$ cat config.mk
export PLATFORM = sky130hd
export DESIGN_NAME = crossing_light_ctrl
export DESIGN_NICKNAME = d
export VERILOG_FILES = /design/src/rtl/tlc_pkg.sv /design/src/rtl/tlc_sync.sv /design/src/rtl/tlc_prescaler.sv /design/src/rtl/tlc_policy.sv /design/src/rtl/crossing_light_ctrl.sv
export SDC_FILE = /design/constraint.sdc
export NUM_CORES = 1
export LEC_CHECK = 0
export BUFFER_PORTS_ARGS = -buffer_cell sky130_fd_sc_hd__buf_2
export CAP_MARGIN = 20
export CORE_MARGIN = 2
export CORE_UTILIZATION = 35
export DETAILED_ROUTE_END_ITERATION = 8
export PLACE_DENSITY = 0.52
export SYNTH_ARGS = -nofsm -noshare
export SYNTH_HDL_FRONTEND = slang
export SYNTH_HIERARCHICAL = 1
export SYNTH_SLANG_ARGS = --single-unit
$ cat constraint.sdc
create_clock -name clk -period 2.02 [get_ports clk]
set_input_delay 0.606 -clock clk [delete_from_list [all_inputs] [get_ports clk]]
set_output_delay 0.606 -clock clk [all_outputs]
set_load 0.01 [all_outputs]
$ cat src/rtl/tlc_pkg.sv
package tlc_pkg;

    typedef enum logic {
        ROAD_NS = 1'b0,
        ROAD_EW = 1'b1
    } road_t;

    typedef struct packed {
        road_t road;
        logic  ns_green;
        logic  ew_green;
    } ctrl_t;

    localparam ctrl_t CTRL_RESET = '{road: ROAD_NS, ns_green: 1'b1, ew_green: 1'b0};

    localparam int REQ_NS = 0;
    localparam int REQ_EW = 1;
    localparam int REQ_W  = 2;

endpackage

$ cat src/rtl/tlc_sync.sv
module tlc_sync #(
    parameter int WIDTH  = 2,
    parameter int STAGES = 2
) (
    input  logic             clk,
    input  logic             rst,
    input  logic [WIDTH-1:0] async_in,
    output logic [WIDTH-1:0] sync_out
);
    logic [WIDTH-1:0] stage_d [STAGES];
    logic [WIDTH-1:0] stage_q [STAGES];

    always_comb begin
        stage_d[0] = async_in;
        for (int i = 1; i < STAGES; i++) begin
            stage_d[i] = stage_q[i-1];
        end
    end

    generate
        for (genvar g = 0; g < STAGES; g++) begin : g_stage
            always_ff @(posedge clk) begin
                if (rst) stage_q[g] <= '0;
                else     stage_q[g] <= stage_d[g];
            end
        end
    endgenerate

    assign sync_out = stage_q[STAGES-1];
endmodule

$ cat src/rtl/tlc_prescaler.sv
module tlc_prescaler #(
    parameter int TICK_CYCLES = 8
) (
    input  logic clk,
    input  logic rst,
    output logic tick
);
    localparam int CW = (TICK_CYCLES > 1) ? $clog2(TICK_CYCLES) : 1;
    localparam logic [CW-1:0] LAST = CW'(TICK_CYCLES - 1);

    logic [CW-1:0] cnt_d, cnt_q;

    always_comb begin
        tick  = (cnt_q == LAST);
        cnt_d = tick ? '0 : cnt_q + 1'b1;
    end

    always_ff @(posedge clk) begin
        if (rst) cnt_q <= '0;
        else     cnt_q <= cnt_d;
    end
endmodule

$ cat src/rtl/tlc_policy.sv
module tlc_policy
    import tlc_pkg::*;
(
    input  road_t cur,
    input  logic  ns_req,
    input  logic  ew_req,
    output road_t nxt
);
    always_comb begin
        nxt = cur;
        unique case (cur)
            ROAD_NS: if (ew_req) nxt = ROAD_EW;
            ROAD_EW: if (ns_req) nxt = ROAD_NS;
            default: nxt = ROAD_NS;
        endcase
    end
endmodule

$ cat src/rtl/crossing_light_ctrl.sv
module crossing_light_ctrl
    import tlc_pkg::*;
#(
    parameter int CLK_HZ      = 50_000_000,
    parameter int PERIOD_S    = 30,
    parameter int TICK_CYCLES = CLK_HZ * PERIOD_S,
    parameter int SYNC_STAGES = 2
) (
    input  logic clk,
    input  logic rst,
    input  logic ns_car,
    input  logic ew_car,
    output logic ns_green,
    output logic ew_green
);
    logic              tick_w;
    logic [REQ_W-1:0]  req_sync;
    road_t             road_nxt;
    ctrl_t             ctrl_d, ctrl_q;

    tlc_sync #(
        .WIDTH  (REQ_W),
        .STAGES (SYNC_STAGES)
    ) u_sync (
        .clk      (clk),
        .rst      (rst),
        .async_in ({ew_car, ns_car}),
        .sync_out (req_sync)
    );

    tlc_prescaler #(
        .TICK_CYCLES (TICK_CYCLES)
    ) u_presc (
        .clk  (clk),
        .rst  (rst),
        .tick (tick_w)
    );

    tlc_policy u_policy (
        .cur    (ctrl_q.road),
        .ns_req (req_sync[REQ_NS]),
        .ew_req (req_sync[REQ_EW]),
        .nxt    (road_nxt)
    );

    always_comb begin
        ctrl_d = ctrl_q;
        if (tick_w) begin
            ctrl_d.road     = road_nxt;
            ctrl_d.ns_green = (road_nxt == ROAD_NS);
            ctrl_d.ew_green = (road_nxt == ROAD_EW);
        end
    end

    always_ff @(posedge clk) begin
        if (rst) ctrl_q <= CTRL_RESET;
        else     ctrl_q <= ctrl_d;
    end

    assign ns_green = ctrl_q.ns_green;
    assign ew_green = ctrl_q.ew_green;
endmodule

Word-level counts from Yosys, hierarchy flattened
Memory sizes are Yosys's and may differ from the RTL's. Cells that the tools add are included.

Add/subtract/negate cells: 1. Equal/unequal tests: 1. Muxes and demuxes: 8. Bitwise gates (word level): 4. Reduce and logical (&&, ||, !) cells: 1.

Operators by type and width (number): $add A31 B1 Y31 const B (1); $eq A31 B31 Y1 const B (1); $mux W1 (5); $mux W2 (2); $not A1 Y1 (2); $or A1 B1 Y1 (2); $pmux W1 S2 (1); $reduce_or A2 Y1 (1).

Register bits: 33. Bits in writable memories: 4. Input port bits: 4. Output and inout bits: 2. Word-level logic and storage cells: 19. Memories: 1.

Memories: u_sync.stage_q (words 2, bits a word 2, rd ports 2, clocked after memory_dff 0, wr ports 2, RTL line tlc_sync.sv:11) `logic [WIDTH-1:0] stage_q [STAGES];`.

Logic depth before layout (Yosys ltp)
Word-level depth: 3. Depth in mapped cells: 7. Gate-level depth less buffers: 6.

Hierarchy
Netlist, hierarchy kept.

By module, submodules not included: tlc_prescaler (instances 1, cells an instance 184, area each 1592.8 µm², sequential area each 620.6 µm²); tlc_sync (instances 1, cells an instance 8, area each 105.1 µm², sequential area each 80.1 µm²); crossing_light_ctrl (instances 1, cells an instance 7, area each 68.8 µm², sequential area each 40.0 µm²); tlc_policy (instances 1, cells an instance 2, area each 13.8 µm², sequential area each 0.0 µm²).

Worst setup path before layout
No wires, ideal clock.

Path kind: register to register. From: register u_presc.cnt_q[25]. To: register ctrl_q, in the netlist ns_green. Library setup time: 0.114 ns. Data arrival time: 1.621 ns. Data required time: 1.906 ns. Path slack: 0.285 ns. Stages on the path, launching flop included: 6. Buffers on the path: 0. Period minus slack after synthesis: 1.735 ns. Cells stage by stage: dfxtp_1 > or4b_2 > nor4b_1 > and3_1 > nand2_1 > a21o_1.

Longest elaborated chain between the ends: 1.

Ends and longest elaborated chain: start: declaration (RTL line tlc_prescaler.sv:11) `logic [CW-1:0] cnt_d, cnt_q;`; start signal: assignment (RTL line tlc_prescaler.sv:20) `else cnt_q <= cnt_d;`; $eq A31 B31 Y1 (RTL line tlc_prescaler.sv:14) `tick = (cnt_q == LAST);`; via tick_w (RTL line crossing_light_ctrl.sv:16) `logic tick_w;`; end signal: assignment (RTL line crossing_light_ctrl.sv:57) `else ctrl_q <= ctrl_d;`; end: declaration (RTL line crossing_light_ctrl.sv:19) `ctrl_t ctrl_d, ctrl_q;`.

The timed path passes the listed nets, and every way through them passes these cells. A chain may end at the register's enable or synchronous reset.

Worst setup path after layout
Ends and elaborated chain as after synthesis.

==> flow_summary.toml <==
[floorplan]
die_w_um = 75.33
die_y_um = 75.33
ios = 6
core_um2 = 4817
initial_core_util_pct = 36.96
dieArea_um2 = 5674
rows = 25

[critical_path]
crit_required_ps = 2200
r2r-end = "ns_green"
rr_worst_depth = 5
path_class = "reg -> reg"
worst_setup_path_start_kind = "register"
end_kind = "register"
critical_path_arrival_ps = 2080
worstReg2RegStart = "u_presc/cnt_q[25]"
crit_fanout = 4
rrSetupSlack_ps = 120

[cts]
cts_buffers = 5
hold_buffers = 0
cts_sinks = 37
root_buffer = "clkbuf_8"
clock_latency_ps = 280
clock_path_buffers = 2
cts_max_level = 2
cts_tree = "done"
post-cts-setup-buffers = 0
post_cts_resized = 0
cts.clk_slew.worst_paths_ps = 70

[timing]
worstMarginPinSlew_ps = 402.1
final_hold_viol_count = 0
slew-limit-headroom_pct = 73.10
fin_crit_ps = 1899
fin_skew_ps = 3.744
setup_viol = 0
clock.fmax_mhz = 526.6
fin_crit_sh_pct = 94.01
tns_ps = 0
rsz0062_at_grt = "no"
finalMaxSlewViolations = 0

[status]
status = "complete, no violations"

[pwr]
p_total_uw = 1351
pwr-share-comb_pct = 3.1
seqPwrFrac_pct = 55.3
ir_drop_v = 0.0003993
p_leak_uw = 0.0007422
switching_share_pct = 21.17
p_int_uw = 1065
power.net_switching_uw = 285.9
p_per_area_nw_per_um2 = 658.6
p_clk_share_pct = 41.6

[route]
drt-total-wl_um = 3886
wl_per_cell_um = 13.49
dr.pass1.iters = 4
drt_iter0_drc = 128
avgViaCountPerCell = 5.052
ant_nets = 0
drc_errors = 0
num_vias = 1455

[synthesis]
syn-mean-instance-area_um2 = 8.858
ys_ff_latch = 37
ys_types = 38
ys_seq_area_share_pct = 41.60
synthCells = 201
syn_nets = 206
syn_area_um2 = 1780
yosysWarnings = 6

[job]
cap_violations = 0

[layout]
fill_cells = 532
drive_above_1_share_pct = 14.93
multi_input_area_um2 = 991.0
final_common_cell = "dfxtp_1"
syn_to_final_growth_pct = 15.18
final_cell_mix = "37 x dfxtp_1, 36 x nor2_1, 17 x nand3_1"
num_antenna_cells = 0
nets = 225
fin_area_um2 = 2051
regArea_um2 = 740.7

[global_routing]
grt_pass1_vias = 1372
track_usage_pct = 15.85
antenna_found_initial = 0
grt_pass1_wl_um = 6782
grt_max_degree = 17
overflow = 0

[hold_path]
hold_end = "u_sync/stage_q[1][0]"
hold_class = "reg -> reg"
hp-start = "u_sync/stage_q[0][0]"
hold_path_depth = 1

[placed_design]
place_area_um2 = 1949
gp_congestion = 0.8096
hpwl_um = 2805
portBuffers = 5
==> worst max-delay path by stage <==
| stage | to | startpoint | slack (ps) |
|---|---|---|---|
| 6_report | ns_green | u_presc/cnt_q[25] | 120 |
| 5_1_grt | u_presc/cnt_q[30] | u_presc/cnt_q[12] | 70 |
| 4_1_cts | ns_green | u_presc/cnt_q[25] | 110 |
| 3_5_place_dp | ns_green | u_presc/cnt_q[25] | 120 |
| 3_3_place_gp | ns_green | u_presc/cnt_q[25] | 150 |
| 2_1_floorplan | ns_green | u_presc/cnt_q[25] | 290 |
==> routing by layer <==
metal / global-route usage, % / wire length [um] / vias to the layer above
met5: 0 / 0 / -
met4: 6.043 / 56 / 0
met3: 3.968 / 159 / 7
met2: 23.38 / 1688 / 26
met1: 22.31 / 1983 / 683
li1: - / - / 739
==> state kept, by name (all words and copies together), names as in the netlist <==
signal and cells:
ctrl_q 1, ns_green 1, u_sync/stage_q 4, u_presc/cnt_q 31
==> synth_stat cells (all sizes together) <==
library cell | instances | area (um^2)
nand3 | 17 | 85.08
nor4 | 6 | 86.34
o21ai | 1 | 5.000
inv | 5 | 18.77
a311oi | 1 | 8.760
dfxtp | 37 | 740.7
a31oi | 1 | 6.260
buf | 4 | 26.27
and2b | 1 | 7.510
clkbuf | 1 | 3.750
or4b | 1 | 10.01
nor3 | 5 | 25.02
a21oi | 5 | 25.02
nand2 | 14 | 52.55
or2 | 3 | 18.77
mux2i | 1 | 10.01
o21bai | 1 | 7.510
nor3b | 1 | 7.510
a21o | 1 | 7.510
or3 | 1 | 6.260
xor2 | 16 | 140.1
and3 | 6 | 37.54
a211oi | 2 | 15.01
nor2b | 4 | 25.02
nor2 | 36 | 135.1
nor4bb | 2 | 20.02
nand4 | 12 | 105.1
ha | 1 | 12.51
or4bb | 1 | 11.26
nor4b | 3 | 26.28
xnor2 | 8 | 70.07
and4 | 2 | 17.52
nand2b | 1 | 6.260
==> worst max-delay path, cell delays in order (launching register included) <==
cell	delay (ps)
dfxtp_1	340
or4b_2	670
nor4b_1	310
and3_1	240
nand2_1	80
a21o_1	160
==> cell type report <==
cell class | count | share of cell area, %
well taps | 67 | 4.088
flip-flops and latches | 37 | 36.12
inverters | 5 | 0.9152
multi-input cells | 154 | 48.32
clock buffers | 7 | 4.698
clock inverters | 1 | 0.2441
repair buffers | 17 | 5.613
==> through the flow <==
step | worst slack [ps] | util, % | cells | hold slack, ps
after floorplan | 285.3 | - | 201 | 413.8
after global placement | 150.4 | 40.47 | 280 | 417.5
after detailed placement | 120.8 | 40.47 | 280 | 439.7
after CTS | 112.0 | 42.57 | 288 | 456.9
after global routing | 67.09 | 42.57 | 288 | 471.4
final | 121.0 | 42.57 | 288 | 446.3
==> cell families (layout without fill, tap and decap cells) <==
group | Yosys count | after routing | synth area share (%)
compound gates | 12 | 12 | 4.216
xor+xnor | 24 | 24 | 11.81
fa+ha+maj | 1 | 1 | 0.7026
simple gates | 116 | 116 | 38.37
mux | 1 | 1 | 0.5622
flops | 37 | 37 | 41.60
buf+inv | 10 | 30 | 2.740
==> power by group through the flow <==
| stage | clock network, uW | registers, uW | logic, uW |
|---|---|---|---|
| after CTS | 588 | 747 | 42.2 |
| final | 561 | 747 | 41.7 |
| after floorplan | 0 | 763 | 27.2 |
| after global routing | 615 | 749 | 48.1 |
| after global placement | 0 | 764 | 42.0 |
| after detailed placement | 0 | 764 | 41.9 |
(Power assumes the default switching activity.)
